## src/rtl/dma_pkg.sv

```systemverilog
package dma_pkg;

  localparam int PTR_W      = 32;
  localparam int HW_W       = 16;
  localparam int CNT_W      = 17;
  localparam int DESC_BYTES = 8;
  localparam int HW_BYTES   = 2;

  localparam int OFS_CMD = 0;
  localparam int OFS_STS = 2;
  localparam int OFS_PTR = 4;

  localparam int CMD_GO    = 0;
  localparam int CMD_TOMEM = 3;

  localparam int ST_ACT = 0;
  localparam int ST_ERR = 1;
  localparam int ST_INT = 2;

  localparam int LAST_FLAG = 15;

  typedef enum logic [2:0] {
    W_IDLE,
    W_FETCH,
    W_MRD,
    W_DOUT,
    W_DIN,
    W_MWR,
    W_HOLD
  } walk_t;

endpackage

```

## src/rtl/dma_regfile.sv

```systemverilog
module dma_regfile
  import dma_pkg::*;
#(
  parameter int REG_AW = 3
) (
  input  logic              clk,
  input  logic              rst_n,
  input  logic              reg_wr,
  input  logic [REG_AW-1:0] reg_addr,
  input  logic [31:0]       reg_wdata,
  output logic [31:0]       reg_rdata,
  input  logic              dev_irq,
  input  logic              end_i,
  input  logic              fault_i,
  output logic              go_o,
  output logic              go_dir_o,
  output logic              abort_o,
  output logic              halt_o,
  output logic [PTR_W-1:0]  base_o,
  output logic              irq_o
);

  logic [7:0]       cmd_q, cmd_d;
  logic [PTR_W-1:0] ptr_q, ptr_d;
  logic             act_q, act_d;
  logic             err_q, err_d;
  logic             int_q, int_d;
  logic             irqs_q;

  logic wr_cmd, wr_sts, wr_ptr, dev_rise;

  assign wr_cmd   = reg_wr && (reg_addr == REG_AW'(OFS_CMD));
  assign wr_sts   = reg_wr && (reg_addr == REG_AW'(OFS_STS));
  assign wr_ptr   = reg_wr && (reg_addr == REG_AW'(OFS_PTR));
  assign dev_rise = dev_irq && !irqs_q;

  always_comb begin
    cmd_d    = cmd_q;
    ptr_d    = ptr_q;
    act_d    = act_q;
    err_d    = err_q;
    int_d    = int_q;
    go_o     = 1'b0;
    go_dir_o = reg_wdata[CMD_TOMEM];
    abort_o  = 1'b0;

    if (wr_cmd) begin
      cmd_d = reg_wdata[7:0];
      if (reg_wdata[CMD_GO] && !cmd_q[CMD_GO]) go_o = 1'b1;
      if (!reg_wdata[CMD_GO])                  abort_o = 1'b1;
    end

    if (wr_ptr && !act_q) ptr_d = reg_wdata[PTR_W-1:0];

    if (go_o)                                   act_d = 1'b1;
    else if (abort_o || end_i || fault_i)       act_d = 1'b0;

    if (fault_i)                                err_d = 1'b0 | 1'b1;
    else if (wr_sts && reg_wdata[ST_ERR])       err_d = 1'b0;

    if (dev_rise)                               int_d = 1'b1;
    else if (wr_sts && reg_wdata[ST_INT])       int_d = 1'b0;
  end

  always_ff @(posedge clk or negedge rst_n) begin
    if (!rst_n) begin
      cmd_q  <= '0;
      ptr_q  <= '0;
      act_q  <= 1'b0;
      err_q  <= 1'b0;
      int_q  <= 1'b0;
      irqs_q <= 1'b0;
    end else begin
      cmd_q  <= cmd_d;
      ptr_q  <= ptr_d;
      act_q  <= act_d;
      err_q  <= err_d;
      int_q  <= int_d;
      irqs_q <= dev_irq;
    end
  end

  always_comb begin
    reg_rdata = '0;
    if (reg_addr == REG_AW'(OFS_CMD))      reg_rdata[7:0] = cmd_q;
    else if (reg_addr == REG_AW'(OFS_STS)) begin
      reg_rdata[ST_ACT] = act_q;
      reg_rdata[ST_ERR] = err_q;
      reg_rdata[ST_INT] = int_q;
    end
    else if (reg_addr == REG_AW'(OFS_PTR)) reg_rdata[PTR_W-1:0] = ptr_q;
  end

  assign halt_o = dev_rise;
  assign base_o = ptr_q;
  assign irq_o  = int_q;

  // a memory fault leaves error set and active clear
  a_r9_fault_clears: assert property (@(posedge clk) disable iff (!rst_n)
    fault_i |=> (err_q && !act_q));

  // device interrupt edge always lands in the sticky bit
  a_r10_int_sticky: assert property (@(posedge clk) disable iff (!rst_n)
    dev_rise |=> irq_o);

  // pointer is frozen while active
  a_r12_ptr_frozen: assert property (@(posedge clk) disable iff (!rst_n)
    (act_q && wr_ptr) |=> $stable(ptr_q));

  // running out of descriptors never raises the interrupt by itself
  a_r8_end_quiet: assert property (@(posedge clk) disable iff (!rst_n)
    (end_i && !dev_rise && !int_q) |=> (!act_q && !int_q));

endmodule

```

## src/rtl/dma_walker.sv

```systemverilog
module dma_walker
  import dma_pkg::*;
(
  input  logic             clk,
  input  logic             rst_n,
  input  logic             go_i,
  input  logic             go_dir_i,
  input  logic             abort_i,
  input  logic             halt_i,
  input  logic [PTR_W-1:0] base_i,
  output logic             end_o,
  output logic             fault_o,
  output logic             mem_req,
  output logic             mem_we,
  output logic [PTR_W-1:0] mem_addr,
  output logic [HW_W-1:0]  mem_wdata,
  input  logic [HW_W-1:0]  mem_rdata,
  input  logic             mem_ack,
  input  logic             mem_err,
  input  logic             dev_in_valid,
  input  logic [HW_W-1:0]  dev_in_data,
  output logic             dev_in_ready,
  output logic             dev_out_valid,
  output logic [HW_W-1:0]  dev_out_data,
  input  logic             dev_out_ready
);

  walk_t            st_q, st_d;
  logic [PTR_W-1:0] tptr_q, tptr_d;
  logic [1:0]       fidx_q, fidx_d;
  logic [PTR_W-1:0] badr_q, badr_d;
  logic [CNT_W-1:0] rem_q, rem_d;
  logic             eot_q, eot_d;
  logic [HW_W-1:0]  dbuf_q, dbuf_d;
  logic             dir_q, dir_d;
  logic             step;
  walk_t            move_st;

  assign move_st = dir_q ? W_DIN : W_MRD;

  always_comb begin
    st_d    = st_q;
    tptr_d  = tptr_q;
    fidx_d  = fidx_q;
    badr_d  = badr_q;
    rem_d   = rem_q;
    eot_d   = eot_q;
    dbuf_d  = dbuf_q;
    dir_d   = dir_q;
    end_o   = 1'b0;
    fault_o = 1'b0;
    step    = 1'b0;

    if (abort_i) begin
      st_d = W_IDLE;
    end else begin
      unique case (st_q)
        W_IDLE: begin
          if (go_i) begin
            st_d   = W_FETCH;
            tptr_d = base_i;
            fidx_d = '0;
            dir_d  = go_dir_i;
          end
        end
        W_FETCH: begin
          if (halt_i) st_d = W_HOLD;
          else if (mem_ack) begin
            if (mem_err) begin
              fault_o = 1'b1;
              st_d    = W_IDLE;
            end else begin
              unique case (fidx_q)
                2'd0: badr_d[HW_W-1:0]     = mem_rdata;
                2'd1: badr_d[PTR_W-1:HW_W] = mem_rdata;
                2'd2: rem_d = (mem_rdata[HW_W-1:1] == '0) ? (CNT_W'(1) << HW_W)
                                                          : {1'b0, mem_rdata[HW_W-1:1], 1'b0};
                default: eot_d = mem_rdata[LAST_FLAG];
              endcase
              fidx_d = fidx_q + 2'd1;
              if (fidx_q == 2'd3) begin
                tptr_d = tptr_q + PTR_W'(DESC_BYTES);
                st_d   = move_st;
              end
            end
          end
        end
        W_MRD: begin
          if (halt_i) st_d = W_HOLD;
          else if (mem_ack) begin
            if (mem_err) begin
              fault_o = 1'b1;
              st_d    = W_IDLE;
            end else begin
              dbuf_d = mem_rdata;
              st_d   = W_DOUT;
            end
          end
        end
        W_DOUT: begin
          if (halt_i) st_d = W_HOLD;
          else if (dev_out_ready) step = 1'b1;
        end
        W_DIN: begin
          if (halt_i) st_d = W_HOLD;
          else if (dev_in_valid) begin
            dbuf_d = dev_in_data;
            st_d   = W_MWR;
          end
        end
        W_MWR: begin
          if (halt_i) st_d = W_HOLD;
          else if (mem_ack) begin
            if (mem_err) begin
              fault_o = 1'b1;
              st_d    = W_IDLE;
            end else begin
              step = 1'b1;
            end
          end
        end
        default: st_d = W_HOLD;
      endcase

      if (step) begin
        badr_d = badr_q + PTR_W'(HW_BYTES);
        rem_d  = rem_q - CNT_W'(HW_BYTES);
        if (rem_q == CNT_W'(HW_BYTES)) begin
          if (eot_q) begin
            end_o = 1'b1;
            st_d  = W_IDLE;
          end else begin
            st_d   = W_FETCH;
            fidx_d = '0;
          end
        end else begin
          st_d = move_st;
        end
      end
    end
  end

  always_ff @(posedge clk or negedge rst_n) begin
    if (!rst_n) begin
      st_q   <= W_IDLE;
      tptr_q <= '0;
      fidx_q <= '0;
      badr_q <= '0;
      rem_q  <= '0;
      eot_q  <= 1'b0;
      dbuf_q <= '0;
      dir_q  <= 1'b0;
    end else begin
      st_q   <= st_d;
      tptr_q <= tptr_d;
      fidx_q <= fidx_d;
      badr_q <= badr_d;
      rem_q  <= rem_d;
      eot_q  <= eot_d;
      dbuf_q <= dbuf_d;
      dir_q  <= dir_d;
    end
  end

  always_comb begin
    mem_req  = (st_q == W_FETCH) || (st_q == W_MRD) || (st_q == W_MWR);
    mem_we   = (st_q == W_MWR);
    mem_addr = (st_q == W_FETCH) ? (tptr_q + {{(PTR_W-3){1'b0}}, fidx_q, 1'b0}) : badr_q;
  end

  assign mem_wdata     = dbuf_q;
  assign dev_out_valid = (st_q == W_DOUT);
  assign dev_out_data  = dbuf_q;
  assign dev_in_ready  = (st_q == W_DIN);

  // an open request keeps its address until acknowledged
  a_r14_req_held: assert property (@(posedge clk) disable iff (!rst_n)
    (mem_req && !mem_ack && !abort_i && !halt_i) |=> (mem_req && $stable(mem_addr)));

  // direction cannot change during a transfer
  a_r13_dir_locked: assert property (@(posedge clk) disable iff (!rst_n)
    ((st_q != W_IDLE) && !go_i) |=> $stable(dir_q));

  // data movement never runs with an empty count
  a_r4_count_live: assert property (@(posedge clk) disable iff (!rst_n)
    ((st_q == W_MRD) || (st_q == W_DOUT) || (st_q == W_DIN) || (st_q == W_MWR)) |-> (rem_q != '0));

  // after a stop nothing is requested
  a_r11_stop_quiet: assert property (@(posedge clk) disable iff (!rst_n)
    abort_i |=> (!mem_req && !dev_in_ready && !dev_out_valid));

endmodule

```

## src/rtl/prd_dma_engine.sv

```systemverilog
module prd_dma_engine
  import dma_pkg::*;
#(
  parameter int REG_AW      = 3,
  parameter int SYNC_STAGES = 2
) (
  input  logic              clk,
  input  logic              rst_n,
  input  logic              reg_wr,
  input  logic [REG_AW-1:0] reg_addr,
  input  logic [31:0]       reg_wdata,
  output logic [31:0]       reg_rdata,
  output logic              mem_req,
  output logic              mem_we,
  output logic [31:0]       mem_addr,
  output logic [15:0]       mem_wdata,
  input  logic [15:0]       mem_rdata,
  input  logic              mem_ack,
  input  logic              mem_err,
  input  logic              dev_in_valid,
  input  logic [15:0]       dev_in_data,
  output logic              dev_in_ready,
  output logic              dev_out_valid,
  output logic [15:0]       dev_out_data,
  input  logic              dev_out_ready,
  input  logic              dev_irq,
  output logic              irq
);

  logic [SYNC_STAGES-1:0] rsync_q;
  logic                   rst_s_n;

  always_ff @(posedge clk or negedge rst_n) begin
    if (!rst_n) rsync_q <= '0;
    else        rsync_q <= {rsync_q[SYNC_STAGES-2:0], 1'b1};
  end
  assign rst_s_n = rsync_q[SYNC_STAGES-1];

  logic             go, go_dir, abort, halt, tbl_end, fault;
  logic [PTR_W-1:0] base;

  dma_regfile #(.REG_AW(REG_AW)) u_regs (
    .clk       (clk),
    .rst_n     (rst_s_n),
    .reg_wr    (reg_wr),
    .reg_addr  (reg_addr),
    .reg_wdata (reg_wdata),
    .reg_rdata (reg_rdata),
    .dev_irq   (dev_irq),
    .end_i     (tbl_end),
    .fault_i   (fault),
    .go_o      (go),
    .go_dir_o  (go_dir),
    .abort_o   (abort),
    .halt_o    (halt),
    .base_o    (base),
    .irq_o     (irq)
  );

  dma_walker u_walk (
    .clk           (clk),
    .rst_n         (rst_s_n),
    .go_i          (go),
    .go_dir_i      (go_dir),
    .abort_i       (abort),
    .halt_i        (halt),
    .base_i        (base),
    .end_o         (tbl_end),
    .fault_o       (fault),
    .mem_req       (mem_req),
    .mem_we        (mem_we),
    .mem_addr      (mem_addr),
    .mem_wdata     (mem_wdata),
    .mem_rdata     (mem_rdata),
    .mem_ack       (mem_ack),
    .mem_err       (mem_err),
    .dev_in_valid  (dev_in_valid),
    .dev_in_data   (dev_in_data),
    .dev_in_ready  (dev_in_ready),
    .dev_out_valid (dev_out_valid),
    .dev_out_data  (dev_out_data),
    .dev_out_ready (dev_out_ready)
  );

endmodule

```

## config.mk

```make
export PLATFORM = sky130hd
export DESIGN_NAME = prd_dma_engine
export DESIGN_NICKNAME = d
export VERILOG_FILES = /design/src/rtl/dma_pkg.sv /design/src/rtl/dma_regfile.sv /design/src/rtl/dma_walker.sv /design/src/rtl/prd_dma_engine.sv
export SDC_FILE = /design/constraint.sdc
export NUM_CORES = 1
export LEC_CHECK = 0
export ABC_AREA = 0
export ABC_CLOCK_PERIOD_IN_PS = 13300
export BUFFER_PORTS_ARGS = -buffer_cell sky130_fd_sc_hd__buf_2
export CORE_ASPECT_RATIO = 0.6
export CORE_MARGIN = 5
export CORE_UTILIZATION = 45
export CTS_CLUSTER_SIZE = 14
export DETAILED_ROUTE_END_ITERATION = 12
export GPL_TIMING_DRIVEN = 0
export PLACE_DENSITY = 0.74
export SLEW_MARGIN = 20
export SYNTH_ARGS = -nofsm -noshare
export SYNTH_HDL_FRONTEND = slang
export SYNTH_HIERARCHICAL = 1
export SYNTH_SLANG_ARGS = --single-unit
```

## constraint.sdc

```tcl
create_clock -name clk -period 13.3 [get_ports clk]
set_input_delay 1.33 -clock clk [delete_from_list [all_inputs] [get_ports clk]]
set_output_delay 1.33 -clock clk [all_outputs]
set_load 0.02 [all_outputs]
```

==> flow_summary.yaml <==
timing:
  final.setup_skew_ps: 8.554
  worst_pin_slew_ps: 1113
  worst_slew_margin_rel_pct: 25.21
  layout_setup_ws_ps: 8543
  timing_max_transition_violations_final: 0
  max_clock_freq_ghz: 0.2102
  final_period_minus_worst_setup_slack_ps: 4757
  hold_violations: 0
  finalSetupTns_ps: 0
  grt_setup_unrepaired: "false"
  layout_worst_path_cycle_share_pct: 35.76
  timing.final.setup_violations: 0
synth:
  synth-edff-count: 0
  synth_simple_gate_area_share_pct: 22.40
  postSynthCellCount: 1101
  post_synth_num_cell_types: 74
  post_synthesis_instance_area_um2: 9519
  yosysWarningCount: 6
  synth-adder-area-share_pct: 1.525
  synth_most_common_cell: "sky130_fd_sc_hd__dfrtp_1"
  synth.top_cell.area_share_pct: 39.17
  yosys_most_used_dff: "sky130_fd_sc_hd__dfrtp_1"
  synth_top_area_cell: "sky130_fd_sc_hd__dfrtp_1"
  synth_fp_nets: 1187
  syn_avg_cell_area_um2: 8.646
  share_of_synthesized_area_occupied_by_flip_flops_and_latches_pct: 39.17
  synth-xor-area-share_pct: 2.484
  yosys-mux-area-fraction_pct: 8.202
  post_synth_main_area_contributors: "sky130_fd_sc_hd__dfrtp_1 (39%), sky130_fd_sc_hd__a21oi_1 (5.2%), sky130_fd_sc_hd__o21ai_0 (5.0%)"
  main_combinational_cell_family_by_area_after_synthesis: "simple AND/OR/NAND/NOR gates"
  synth-compound-area-share_pct: 20.96
  ys_ff_latch: 149
  synthTopCellsByCount: "sky130_fd_sc_hd__dfrtp_1 (149), sky130_fd_sc_hd__nand2_1 (106), sky130_fd_sc_hd__a21oi_1 (99)"
  synthArstFlopShare_pct: 100.0
critical_path:
  worstSetupStartpointType: "flop"
  path_max_fanout: 10
  critical_path.reg2reg.startpoint: "u_regs/cmd_q[0]$_DFFE_PN0P_"
  worstSetupEndpoint: "mem_addr[18]"
  critPathKind: "flop to output pin"
  timing.reg2reg.worst_path_depth: 8
  reg2reg_setup_slack_ps: 10240
  timing.critical_path.to_type: "output pin"
  crit_start: "u_walk/st_q[1]$_DFFE_PN0P_"
  critical_path_required_ps: 11970
  rr_endpoint: "u_walk/tptr_q[31]$_DFFE_PN0P_"
  critical_path_arrival_ps: 3430
cells_and_area:
  insertedDiodeCount: 0
  layout-drive-gt1-share_pct: 23.44
  final_nets: 1384
  post-route-util_pct: 54.26
  layout.cells.non_filler: 1589
  area_growth_syn_to_layout_pct: 19.31
  layout.filler_cells: 1998
pwr:
  peakVddDrop_uv: 120.2
  p_per_area_nw_per_um2: 232.3
  p_leak_nw: 4.921
grt:
  grt_first_pass_wirelength_mm: 52.35
  grt_start_max_net_pins: 47
  overall_overflow_remaining_after_global_route: 0
  grt_antenna_before_repair: 0
  first_global_vias: 9087
  grt_util_all_layers_pct: 27.65
cts:
  post_cts.repair.setup_buffers: 0
  cts.clk_slew.worst_paths_ps: 70
  cts.repair.resized: 0
  clock_buffers_created_by_tritoncts: 17
  htreeDepth: 4
  root_buffer: "sky130_fd_sc_hd__clkbuf_16"
  insertion_delay_of_the_later_clocked_pin_in_the_worst_skew_pair_ps: 440
  clock_sinks: 149
  tritoncts: "yes"
  hold_buffer_count_at_cts: 0
  cts_max_path_buffers: 2
place:
  dp_hpwl_mm: 26.08
  gp_congestion: 0.9883
  port-buffer-count: 175
  post-place-cells: 1558
  pre_cts_slack_ps: 8598
route:
  detail_route.iter0.violations: 1186
  antenna_violating_nets_post_route: 0
  routed_length_per_instance_um: 21.39
  drc_errors: 0
  vias_per_cell: 6.205
  routed_wirelength_mm: 34.00
  route.vias.total: 9860
  drt_pass1_iterations: 6
die:
  die_h_um: 122.7
  row_count: 41
  initial_core_util_pct: 45.48
  coreArea_um2: 20930
  design.die.area_um2: 24260
  top_level_ports: 176
  dieWidth_um: 197.8
outcome:
  result_of_the_run: "finished, final reports clean"
hold_path:
  hold_path_class: "flop to asynchronous set/reset pin"
flow_run:
  cap_viol_max_count: 0
cell usage in the layout, fill, tap and decap left out, types with 32 or more instances in the layout:
cell type                    n
sky130_fd_sc_hd__nand3_1    49
sky130_fd_sc_hd__clkbuf_1   63
sky130_fd_sc_hd__nand2_1   106
sky130_fd_sc_hd__and2_1     32
sky130_fd_sc_hd__a21oi_1    99
sky130_fd_sc_hd__o21ai_0    95
sky130_fd_sc_hd__nor2_1     75
sky130_fd_sc_hd__mux2_2     36
sky130_fd_sc_hd__buf_2     188
sky130_fd_sc_hd__dfrtp_1   148
through the flow:
step / power [W] / area, µm² / hold slack (ps)
final: 0.002638 / 11360 / 299.9
after global routing: 0.002800 / 11360 / 337.7
after CTS: 0.002613 / 11360 / 321.6
after detailed placement: 0.002150 / 10820 / 313.6
after global placement: 0.002120 / 10740 / 334.9
after floorplan: 0.001697 / 9519 / 331.2
cell families after synthesis:
family | after synthesis
xor gates and xnor gates | 27
AOI/OAI and AO/OA | 327
muxes | 70
adders and majority gates | 11
buffers and inverters | 109
DFF | 149
other | 1
and+or+nand+nor | 407
worst min-delay path by stage:
stage / start / endpoint / slack [ps] / cells past startpoint
final: rsync_q[1]$_DFF_PN0_ / u_regs/base_o[6]$_DFFE_PN0P_ / 300 / 0
after global routing: rsync_q[1]$_DFF_PN0_ / u_regs/base_o[6]$_DFFE_PN0P_ / 340 / 0
after CTS: rsync_q[1]$_DFF_PN0_ / u_regs/base_o[6]$_DFFE_PN0P_ / 320 / 0
after detailed placement: rsync_q[1]$_DFF_PN0_ / u_regs/base_o[6]$_DFFE_PN0P_ / 310 / 0
after global placement: rsync_q[0]$_DFF_PN0_ / rsync_q[1]$_DFF_PN0_ / 330 / 0
after floorplan: rsync_q[0]$_DFF_PN0_ / rsync_q[1]$_DFF_PN0_ / 330 / 0
routing by layer:
| layer | global-route usage [%] | routed length (µm) | up-vias |
|---|---|---|---|
| li1 | - | - | 4432 |
| met1 | 43.16 | 15440 | 4761 |
| met2 | 36.65 | 13460 | 620 |
| met3 | 9.163 | 4619 | 47 |
| met4 | 5.847 | 469 | 0 |
| met5 | 0 | 0 | - |
final cells by class:
| type | instances | area [µm²] | share of cell area (%) |
|---|---|---|---|
| clock buffer | 18 | 429.2 | 3.779 |
| inverter | 13 | 48.80 | 0.4297 |
| multi-input combinational | 843 | 5294 | 46.61 |
| timing repair buffer | 178 | 943.4 | 8.307 |
| tap | 279 | 349.1 | 3.074 |
| sequential | 149 | 3732 | 32.86 |
| clock inverter | 13 | 112.6 | 0.9915 |
| buffer | 96 | 447.9 | 3.944 |
critical path, cell delays in order (launching register included):
cell	delay (ps)
sky130_fd_sc_hd__dfrtp_1	450
sky130_fd_sc_hd__nand2b_1	210
sky130_fd_sc_hd__nor2_1	580
sky130_fd_sc_hd__clkbuf_1	450
sky130_fd_sc_hd__clkbuf_1	640
sky130_fd_sc_hd__nor2_1	80
sky130_fd_sc_hd__a31oi_1	330
sky130_fd_sc_hd__buf_2	240
sequential cells by signal, summed over array words and instances, names as in the netlist, 2 cells and up:
register / count
u_walk/st_q: 3
u_walk/fidx_q: 2
u_walk/dev_out_data: 16
u_regs/base_o: 32
u_walk/badr_q: 32
u_walk/tptr_q: 32
u_walk/rem_q: 16
u_regs/cmd_q: 8
rsync_q: 2
where the power goes:
group	internal [W]	leakage, nW	switching (W)
logic	0.000485	2.90	0.000810
clock network	0.000255	0.250	0.000201
registers	0.000657	1.78	0.000230
(Power assumes the default switching activity.)
